--- src/rtl/ds_pkg.sv ---
// Package for the decode steering unit.
// Holds the fixed slot count, the hold sequencer states and a
// ceiling-division helper. Assumes slot count stays at three.
package ds_pkg;
    localparam int DS_LANES = 3;

    typedef enum logic [1:0] {
        HS_READY = 2'd0,   // no pending hold, head may issue or start a hold
        HS_WAIT  = 2'd1,   // counting down stall cycles
        HS_ARMED = 2'd2    // hold paid, head issues on its next valid cycle
    } hold_state_e;

    function automatic int ds_ceil_div(input int num, input int den);
        return (num + den - 1) / den;
    endfunction
endpackage

--- src/rtl/ds_lane_class.sv ---
// Classifies one window lane.
// Computes the total slot-0 occupancy cost in cycles (uop spill, prefix
// count penalty, length-changing prefix penalty), whether the lane is
// eligible for a simple slot, and whether it needs more uops than slot 0
// produces per cycle. Purely combinational; assumes uops >= 1 on valid lanes.
module ds_lane_class #(
    parameter int UOP_W      = 4,
    parameter int LEN_W      = 4,
    parameter int PFX_W      = 3,
    parameter int CST_W      = 6,
    parameter int D0_UOPS    = 4,
    parameter int SIMPLE_LEN = 8,
    parameter int LCP_STALL  = 3
) (
    input  logic [UOP_W-1:0] uops,
    input  logic [LEN_W-1:0] len,
    input  logic [PFX_W-1:0] pfx,
    input  logic             lcp,
    output logic [CST_W-1:0] cost,
    output logic             pair_ok,
    output logic             multi
);
    import ds_pkg::*;

    logic [CST_W-1:0] spill_c;
    logic [CST_W-1:0] pfx_c;
    logic [CST_W-1:0] lcp_c;
    logic             many_pfx;

    // Cost pieces: uop spill cycles, multi-prefix cycles, length-changing cycles.
    always_comb begin
        spill_c  = CST_W'(ds_ceil_div(int'(uops), D0_UOPS));
        if (spill_c == '0) spill_c = CST_W'(1);
        many_pfx = (pfx >= PFX_W'(2));
        pfx_c    = many_pfx ? CST_W'(pfx) : '0;
        lcp_c    = lcp ? CST_W'(LCP_STALL) : '0;
    end

    // Sum of pieces is the cycles the lane would hold slot 0.
    always_comb cost = spill_c + pfx_c + lcp_c;

    // Simple-slot eligibility: one uop, short, no prefix penalty.
    always_comb pair_ok = (uops == UOP_W'(1)) && (int'(len) <= SIMPLE_LEN)
                          && !many_pfx && !lcp;

    // More uops than slot 0 emits per cycle.
    always_comb multi = (int'(uops) > D0_UOPS);
endmodule

--- src/rtl/ds_hold_ctrl.sv ---
// Slot-0 hold sequencer.
// When the head costs more than one cycle, stalls for cost-1 cycles and
// then lets the head issue. Assumes the feeder holds the head steady
// until it is consumed. Synchronous active-low reset abandons a hold.
module ds_hold_ctrl #(
    parameter int CST_W = 6
) (
    input  logic             clk,
    input  logic             rst_n,
    input  logic             head_vld,
    input  logic [CST_W-1:0] head_cost,
    output logic             stall,
    output logic             issue
);
    import ds_pkg::*;

    hold_state_e      st_q;
    logic [CST_W-1:0] rem_q;
    logic             need_hold;

    // Head needs a hold when it costs more than one cycle and none is paid.
    always_comb need_hold = head_vld && (head_cost > CST_W'(1)) && (st_q == HS_READY);

    // Stall while counting or while starting a hold; otherwise issue a valid head.
    always_comb begin
        stall = (st_q == HS_WAIT) || need_hold;
        issue = head_vld && !stall;
    end

    // Sequencer state and remaining stall count.
    always_ff @(posedge clk) begin
        if (!rst_n) begin
            st_q  <= HS_READY;
            rem_q <= '0;
        end else begin
            unique case (st_q)
                HS_READY: if (need_hold) begin
                    rem_q <= head_cost - CST_W'(2);
                    st_q  <= (head_cost == CST_W'(2)) ? HS_ARMED : HS_WAIT;
                end
                HS_WAIT: begin
                    rem_q <= rem_q - CST_W'(1);
                    if (rem_q == CST_W'(1)) st_q <= HS_ARMED;
                end
                HS_ARMED: if (head_vld) st_q <= HS_READY;
                default: st_q <= HS_READY;
            endcase
        end
    end

    // a wait period never ends without an armed issue slot following it.
    a_r8_wait_to_armed: assert property (@(posedge clk) disable iff (!rst_n)
        (st_q == HS_WAIT && rem_q == CST_W'(1)) |=> (st_q == HS_ARMED));

    // once armed with a valid head, the next state releases the hold.
    a_r5_armed_release: assert property (@(posedge clk) disable iff (!rst_n)
        (st_q == HS_ARMED && head_vld) |=> (st_q == HS_READY));
endmodule

--- src/rtl/ds_slot_pick.sv ---
// In-order slot assignment.
// Slot 0 takes the head on issue; slot 1 takes lane 1 if the head is not
// multi-cycle and lane 1 is simple and not a window start; slot 2 takes
// lane 2 only after slot 1 was filled. Assumes valid lanes are packed.
module ds_slot_pick (
    input  logic       issue,
    input  logic       head_multi,
    input  logic [2:1] lane_vld,
    input  logic [2:1] lane_ok,
    input  logic [2:1] lane_first,
    output logic [2:0] slot,
    output logic [1:0] take_cnt
);
    // Fill slots strictly in order; the first refusal ends the group.
    always_comb begin
        slot[0] = issue;
        slot[1] = slot[0] && !head_multi && lane_vld[1] && lane_ok[1] && !lane_first[1];
        slot[2] = slot[1] && lane_vld[2] && lane_ok[2] && !lane_first[2];
    end

    // Consumed lane count for the feeder.
    always_comb take_cnt = {1'b0, slot[0]} + {1'b0, slot[1]} + {1'b0, slot[2]};
endmodule

--- src/rtl/decode_steer.sv ---
// Three-slot decode steering unit (top).
// Classifies each window lane, sequences slot-0 holds, assigns slots in
// order, registers the decode group and keeps stall and active cycle
// counters. Assumes win_vld is packed from lane 0 and that the feeder
// shifts its queue by take_cnt at each clock edge.
module decode_steer #(
    parameter int TAG_W      = 6,
    parameter int UOP_W      = 4,
    parameter int LEN_W      = 4,
    parameter int PFX_W      = 3,
    parameter int D0_UOPS    = 4,
    parameter int SIMPLE_LEN = 8,
    parameter int LCP_STALL  = 3,
    parameter int CNT_W      = 16
) (
    input  logic                  clk,
    input  logic                  rst_n,
    input  logic [2:0]            win_vld,
    input  logic [3*TAG_W-1:0]    win_tag,
    input  logic [3*UOP_W-1:0]    win_uops,
    input  logic [3*LEN_W-1:0]    win_len,
    input  logic [3*PFX_W-1:0]    win_pfx,
    input  logic [2:0]            win_lcp,
    input  logic [2:0]            win_first,
    output logic [1:0]            take_cnt,
    output logic [2:0]            grp_vld,
    output logic [3*TAG_W-1:0]    grp_tag,
    output logic [UOP_W:0]        grp_uops,
    output logic                  grp_stall,
    output logic [CNT_W-1:0]      stall_cycles,
    output logic [CNT_W-1:0]      active_cycles
);
    import ds_pkg::*;

    localparam int CST_W = $clog2(ds_ceil_div((1 << UOP_W) - 1, D0_UOPS)
                                  + (1 << PFX_W) + LCP_STALL + 1) + 1;
    localparam int SUM_W = UOP_W + 1;

    logic [CST_W-1:0] cost_v  [DS_LANES];
    logic [2:0]       pair_v;
    logic [2:0]       multi_v;
    logic             stall;
    logic             issue;
    logic [2:0]       slot;
    logic [SUM_W-1:0] uop_sum;
    logic             unused_lane_bits;

    // One classifier per window lane.
    for (genvar k = 0; k < DS_LANES; k++) begin : g_lane
        ds_lane_class #(
            .UOP_W(UOP_W), .LEN_W(LEN_W), .PFX_W(PFX_W), .CST_W(CST_W),
            .D0_UOPS(D0_UOPS), .SIMPLE_LEN(SIMPLE_LEN), .LCP_STALL(LCP_STALL)
        ) u_class (
            .uops   (win_uops[k*UOP_W +: UOP_W]),
            .len    (win_len[k*LEN_W +: LEN_W]),
            .pfx    (win_pfx[k*PFX_W +: PFX_W]),
            .lcp    (win_lcp[k]),
            .cost   (cost_v[k]),
            .pair_ok(pair_v[k]),
            .multi  (multi_v[k])
        );
    end

    // Only the head's cost and multi flag and lanes 1-2 pairing are consumed.
    assign unused_lane_bits = ^{pair_v[0], multi_v[2:1], cost_v[1], cost_v[2], win_first[0]};

    ds_hold_ctrl #(.CST_W(CST_W)) u_hold (
        .clk      (clk),
        .rst_n    (rst_n),
        .head_vld (win_vld[0]),
        .head_cost(cost_v[0]),
        .stall    (stall),
        .issue    (issue)
    );

    ds_slot_pick u_pick (
        .issue     (issue),
        .head_multi(multi_v[0]),
        .lane_vld  (win_vld[2:1]),
        .lane_ok   (pair_v[2:1]),
        .lane_first(win_first[2:1]),
        .slot      (slot),
        .take_cnt  (take_cnt)
    );

    // Total uops of the slots being filled this cycle.
    always_comb begin
        uop_sum = '0;
        for (int k = 0; k < DS_LANES; k++)
            if (slot[k]) uop_sum = uop_sum + SUM_W'(win_uops[k*UOP_W +: UOP_W]);
    end

    // Decode group register.
    always_ff @(posedge clk) begin
        if (!rst_n) begin
            grp_vld   <= '0;
            grp_tag   <= '0;
            grp_uops  <= '0;
            grp_stall <= 1'b0;
        end else begin
            grp_vld   <= slot;
            grp_tag   <= win_tag;
            grp_uops  <= uop_sum;
            grp_stall <= stall;
        end
    end

    // Stall and active cycle counters.
    always_ff @(posedge clk) begin
        if (!rst_n) begin
            stall_cycles  <= '0;
            active_cycles <= '0;
        end else begin
            if (stall)          stall_cycles  <= stall_cycles + CNT_W'(1);
            if (stall || issue) active_cycles <= active_cycles + CNT_W'(1);
        end
    end

    // the registered group holds exactly the lanes consumed one cycle earlier.
    a_r2_group_matches_take: assert property (@(posedge clk) disable iff (!rst_n)
        (take_cnt != 2'd0) |=> ($countones(grp_vld) == 32'($past(take_cnt))));

    // nothing consumed means an empty group next cycle.
    a_r2_idle_empty: assert property (@(posedge clk) disable iff (!rst_n)
        (take_cnt == 2'd0) |=> (grp_vld == 3'b000));

    // window lanes arrive packed from lane 0.
    a_r2_window_packed: assert property (@(posedge clk) disable iff (!rst_n)
        (win_vld[2] |-> win_vld[1]) and (win_vld[1] |-> win_vld[0]));

    // slots fill in order.
    a_r3_slot_order: assert property (@(posedge clk) disable iff (!rst_n)
        (grp_vld[2] |-> grp_vld[1]) and (grp_vld[1] |-> grp_vld[0]));

    // a window-start instruction in lane 1 is never paired.
    a_r4_first_not_paired: assert property (@(posedge clk) disable iff (!rst_n)
        (take_cnt >= 2'd2) |-> !win_first[1]);

    // a head needing more uops than slot 0 emits issues alone.
    a_r5_multi_alone: assert property (@(posedge clk) disable iff (!rst_n)
        (take_cnt != 2'd0 && int'(win_uops[UOP_W-1:0]) > D0_UOPS) |=> (grp_vld == 3'b001));

    // a stall cycle leaves an empty group.
    a_r8_stall_empty: assert property (@(posedge clk) disable iff (!rst_n)
        grp_stall |-> (grp_vld == 3'b000));

    // each reported stall advanced the stall counter by one.
    a_r8_stall_count: assert property (@(posedge clk) disable iff (!rst_n)
        grp_stall |-> (stall_cycles == $past(stall_cycles) + CNT_W'(1)));
endmodule

--- config.mk ---
export PLATFORM = sky130hd
export DESIGN_NAME = decode_steer
export DESIGN_NICKNAME = d
export VERILOG_FILES = /design/src/rtl/ds_pkg.sv /design/src/rtl/ds_lane_class.sv /design/src/rtl/ds_hold_ctrl.sv /design/src/rtl/ds_slot_pick.sv /design/src/rtl/decode_steer.sv
export SDC_FILE = /design/constraint.sdc
export NUM_CORES = 1
export LEC_CHECK = 0
export CAP_MARGIN = 25
export CORE_ASPECT_RATIO = 0.7
export CORE_UTILIZATION = 30
export CTS_CLUSTER_SIZE = 20
export DETAILED_ROUTE_END_ITERATION = 16
export PLACE_DENSITY = 0.66
export RECOVER_POWER = 100
export SYNTH_ARGS = -nofsm -noshare
export SYNTH_HDL_FRONTEND = slang
export SYNTH_SLANG_ARGS = --single-unit
export TNS_END_PERCENT = 20
--- constraint.sdc ---
create_clock -name clk -period 8 [get_ports clk]
set_clock_uncertainty 0.2 [all_clocks]
set_input_delay 1.2 -clock clk [delete_from_list [all_inputs] [get_ports clk]]
set_output_delay 1.2 -clock clk [all_outputs]
set_load 0.1 [all_outputs]
* Word-level counts from Yosys, hierarchy flattened
Index checks and enable logic that the tools add are counted.
** Storage, ports and cells
- Bits of input ports :: 62
- Flip-flop bits (word level) :: 66
** Cells by class
- Eq/ne operators :: 9
- Order comparisons :: 7
- $add $sub $neg :: 13
- Reduce and logical (&&, ||, !) cells :: 32
- Bitwise gates (word level) :: 1
- Muxes and demuxes :: 13
** Operators by type and width (number)
- 16-bit by 1-bit adder with 16-bit output, second input constant :: 2
- 5-bit two-way mux :: 4
- 1-bit logical AND :: 16
- 5-bit by 4-bit adder with 5-bit output :: 2
- 5-bit adder :: 2
- 2-bit two-way mux :: 5
- 5-bit case mux with 2 select lines :: 1
- 3-bit by 2-bit greater-or-equal comparator with 1-bit output, second input constant :: 3
- 4-bit by 1-bit equality test with 1-bit output, second input constant :: 2
- 4-bit less-or-equal comparator, second input constant :: 2
- 1-bit logical NOT :: 8
- 2-bit case mux with 3 select lines :: 1
- 5-bit by 1-bit subtractor with 6-bit output, second input constant :: 1
- 4-bit by 3-bit adder with 5-bit output, second input constant :: 1
- 5-bit by 1-bit adder with 5-bit output :: 1
- 5-bit by 1-bit equality test with 1-bit output, second input constant :: 1
- 5-bit by 2-bit equality test with 1-bit output, second input constant :: 1
- 5-bit by 1-bit greater-than comparator with 1-bit output, second input constant :: 1
- 5-bit logical NOT :: 1
- 5-bit by 1-bit subtractor with 5-bit output, second input constant :: 1
- 5-bit by 2-bit subtractor with 5-bit output, second input constant :: 1
- 4-bit by 3-bit greater-than comparator with 1-bit output, second input constant :: 1
- 4-bit two-way mux :: 1
- 2-bit inequality test, second input constant :: 2
- other kinds (13) :: 14

* Logic depth before layout (Yosys ltp)
- Depth after elaboration :: 23
- Depth in mapped cells :: 23

* By module
A second synthesis with hierarchy kept.
** Unflattened totals
- Cells, all modules :: 438
- Area, all modules :: 3861.2 µm²
** Modules (own cells, without submodules)
- decode_steer :: times used 1, cells an instance 272, area an instance 2542.4 µm²
- ds_lane_class :: times used 3, cells an instance 27, area an instance 214.0 µm²
- ds_hold_ctrl :: times used 1, cells an instance 73, area an instance 585.6 µm²
- ds_slot_pick :: times used 1, cells an instance 12, area an instance 91.3 µm²

* Worst setup path after synthesis
OpenSTA, ideal clock, no wires.
- Path kind :: input to output
- From :: input port win_uops[0]
- To :: output port take_cnt[0]
- Stages :: 14
- Path slack :: 1.430 ns
- Arrival :: 5.170 ns
- Buffers on the path :: 0
- Path through :: o21ai_0 > xnor2_1 > fa_1 > ha_1 > fa_1 > inv_1 > ha_1 > nand2_2 > a22oi_2 > o41ai_1 > and2_1 > inv_1 > fa_1 > inv_1
** On the way
- Cells in the longest elaborated chain, start to end :: 23
- Elaborated cells between the ends (all ways) :: 26
** Ends and longest elaborated chain
- start, declared :: line decode_steer.sv:20 : input logic [3*UOP_W-1:0] win_uops,
- 4-bit by 3-bit adder with 5-bit output :: line ds_pkg.sv:14 : return (num + den - 1) / den;
- 5-bit by 1-bit subtractor with 6-bit output :: line ds_pkg.sv:14
- 2-bit OR reduction (no line)
- 1-bit AND (no line)
- 5-bit by 1-bit adder with 5-bit output (no line)
- 5-bit logical NOT :: line ds_lane_class.sv:33 : if (spill_c == '0) spill_c = CST_W'(1);
- 5-bit two-way mux :: line ds_lane_class.sv:33
- 5-bit adder (2 in series) :: line ds_lane_class.sv:40 : always_comb cost = spill_c + pfx_c + lcp_c;
- 5-bit by 1-bit greater-than comparator with 1-bit output :: line ds_hold_ctrl.sv:22 : always_comb need_hold = head_vld && (head_cost > CST_W'(1)) && (st_q == HS_READY);
- 1-bit logical AND (2 in series) :: line ds_hold_ctrl.sv:22
- 1-bit logical OR :: line ds_hold_ctrl.sv:26 : stall = (st_q == HS_WAIT) || need_hold;
- 1-bit logical NOT :: line ds_hold_ctrl.sv:27 : issue = head_vld && !stall;
- 1-bit logical AND :: line ds_hold_ctrl.sv:27
- 1-bit logical AND (4 in series) :: line ds_slot_pick.sv:17 : slot[1] = slot[0] && !head_multi && lane_vld[1] && lane_ok[1] && !lane_first[1];
- 1-bit logical AND (3 in series) :: line ds_slot_pick.sv:18 : slot[2] = slot[1] && lane_vld[2] && lane_ok[2] && !lane_first[2];
- 2-bit by 1-bit adder with 2-bit output * :: line ds_slot_pick.sv:22 : always_comb take_cnt = {1'b0, slot[0]} + {1'b0, slot[1]} + {1'b0, slot[2]};
- end, declared :: line decode_steer.sv:25 : output logic [1:0] take_cnt,
Every way passes the cells marked *; elsewhere a longest branch is shown, timed or not.

* Worst setup path after layout
- From :: input port win_uops[1]
- To :: output port take_cnt[0]
Same word-level chain as after synthesis.

==> flow_summary.ini <==
[sta]
period_minus_slack_ns = 7.28
rsz0062_at_grt = false
drv_slew = 0
fmax_ghz = 0.137
finalCritPeriodShare_pct = 91.0
relSlewSlack_pct = 15.8
hold_ws_ns = 0.268
finalHoldViolCount = 0
setup_tns_ns = 0
worst_slew_pin_slew_ns = 1.26
final-setup-viol-count = 0

[clock_network]
clk_pin_slew_ns = 0.05
clock_sinks = 66
numCtsBuffers = 9
clock-root-buffer = clkbuf_16
htreeDepth = 3
clkLatencyLatePin_ns = 0.32
ctsHoldBuffers = 0
cts_setup_buffers = 0
tritoncts = done
clockBufferDepth = 2
cts_resized = 0

[floorplan]
ios = 123
fp-row-count = 32
coreArea_mm2 = 0.0111
initial_core_util_pct = 30.9
dieArea_mm2 = 0.0118
die-width_um = 129
die_h_um = 91.2

[global_routing]
grt_pass1_vias = 2961
antenna_found_initial = 0
overflow = 0
grt_pass1_wl_um = 14000
track_usage_pct = 14.8
grt_max_degree = 34

[worst_setup_path]
path_class = primary input to output port
timing.rr.start = u_hold.st_q[0]
cp_data_required_time_ns = 6.60
crit_path_start = win_uops[1]
worstPathMaxFanout = 6
cp.arrival_ns = 5.88
crit_path_start_kind = primary input
endpoint_kind = output port

[place]
port_buffers = 115
dp_hpwl_um = 6440
gp_congestion = 0.854
dp_cells = 647

[status]
status = finished clean

[yosys]
ys_seq_area_share_pct = 38.7
syn-num-nets = 474
syn_inst = 389
synthesis.area_mm2 = 0.00341
ys_async_sr_fraction_pct = 0
yosys.area.top_type = dfxtp_1
ys_ff_latch = 66
synth_edf_count = 0
avgSynthCellArea_um2 = 8.77
ys_top_cells_by_area = dfxtp_1 (39%), ha_1 (6.6%), and2_1 (4.6%)
netlist.area_leader.share_pct = 38.7
yosysWarningCount = 0
synth_ff_type = dfxtp_1
synth.distinct_cells = 56

[power]
p_leak_nw = 2.02
pwr_density_cell_mw_per_mm2 = 228
power_mw = 1.14
vdd_drop_max_mv = 0.116

[route]
ant_nets = 0
drc = 0
routed_wl_um = 8450
wl_per_cell_um = 12.7
via_per_inst = 4.75
dr.pass1.iters = 4
dr.first_iter.drc_count = 131
vias = 3155

[finish]
final_util_pct = 45.2
nets = 591
final_cell_mix = dfxtp_1 (66), dlygate4sd3_1 (62), clkdlybuf4s50_1 (51)
synthToLayoutAreaGrowth_pct = 46.4
fillers = 1059
drive_above_1_share_pct = 5.48
final_cells = 664
final_common_cell = dfxtp_1
antenna-diode-count = 0

[min_path]
worstHoldStart = u_hold.rem_q[1]
min_path_type = flop to flop

[run]
maxCapViolCount = 0
-- sequential cells by signal, indices dropped and copies added, names as in the netlist --
register,flops
grp_tag,18
active_cycles,16
stall_cycles,16
grp_uops,5
u_hold.rem_q,5
grp_vld,3
u_hold.st_q,2
grp_stall,1
-- routing by layer --
layer  track usage, %  wire (µm)  share of wire [%]  vias to the layer above
li1                 -          -                  -                     1602
met1             19.6       4070                 48                     1471
met2             22.9       3780                 45                       79
met3             5.13        579                6.9                        3
met4             3.10         22               0.26                        0
met5                0          0                  0                        -
-- area by class of cell --
class	count	area (µm²)	area share, %
timing repair buffer	120	1180	23.7
tap	153	191	3.83
clock inverter	2	10.0	0.200
multi-input combinational	290	1940	38.9
sequential	66	1320	26.5
clock buffer	14	274	5.49
inverter	19	71.3	1.43
-- worst max-delay path: stages --
cell           delay (ns)
dlygate4sd3_1        0.62
o21ai_0              0.47
xnor2_1              0.21
fa_1                 0.45
ha_1                 0.23
fa_1                 0.53
inv_1                0.07
ha_1                 0.21
nand2_2              0.06
a22oi_1              0.14
o41ai_1              0.31
clkbuf_1             0.27
and2_0               0.24
inv_1                0.10
fa_1                 0.46
inv_1                0.11
buf_12               0.18
-- path summary, 6_finish.rpt --
| kind | endpoint | slack, ns | cells past startpoint |
|---|---|---|---|
| worst min-delay path | u_hold.rem_q[1] | 0.27 | 2 |
| worst max-delay path | take_cnt[0] | 0.72 | 17 |
| worst max register to register | grp_uops[3] | 4.33 | 15 |
| worst min register to register | u_hold.rem_q[1] | 0.27 | 2 |
-- where the power goes --
group          switching [mW]  internal [mW]  leakage (nW)
Clock                   0.133          0.234         0.143
Combinational           0.260          0.130          1.34
Sequential             0.0242          0.357         0.539
-- synthesized netlist by cell type (7+ instances only) --
master / count
ha_1: 18
nand2_1: 40
and2_1: 25
nor2_1: 34
inv_1: 19
a21oi_1: 31
xor2_1: 14
xnor2_1: 13
dfxtp_1: 66
clkbuf_1: 11
and3_1: 7
nand3_1: 12
o21ai_0: 14
o31ai_1: 8
-- through the flow --
step                setup slack (ns)  area, µm²
floorplan                       1.43       3410
CTS                            0.993       5010
finish                         0.722       4990
global route                   0.423       4990
detailed placement             0.863       4730
global placement                1.11       4730
-- cells by family (layout without fill, tap and decap cells) --
family	Yosys count	in the layout	share of synthesized area, %
multiplexers	3	3	0.954
AO/OA/AOI/OAI	86	86	16.9
adder cells (fa/ha/maj)	23	23	9.54
XOR/XNOR	27	27	6.93
buffers and inverters	33	155	3.93
flip-flops	66	66	38.7
AND/OR/NAND/NOR	151	151	23.0
(Power assumes the default switching activity.)
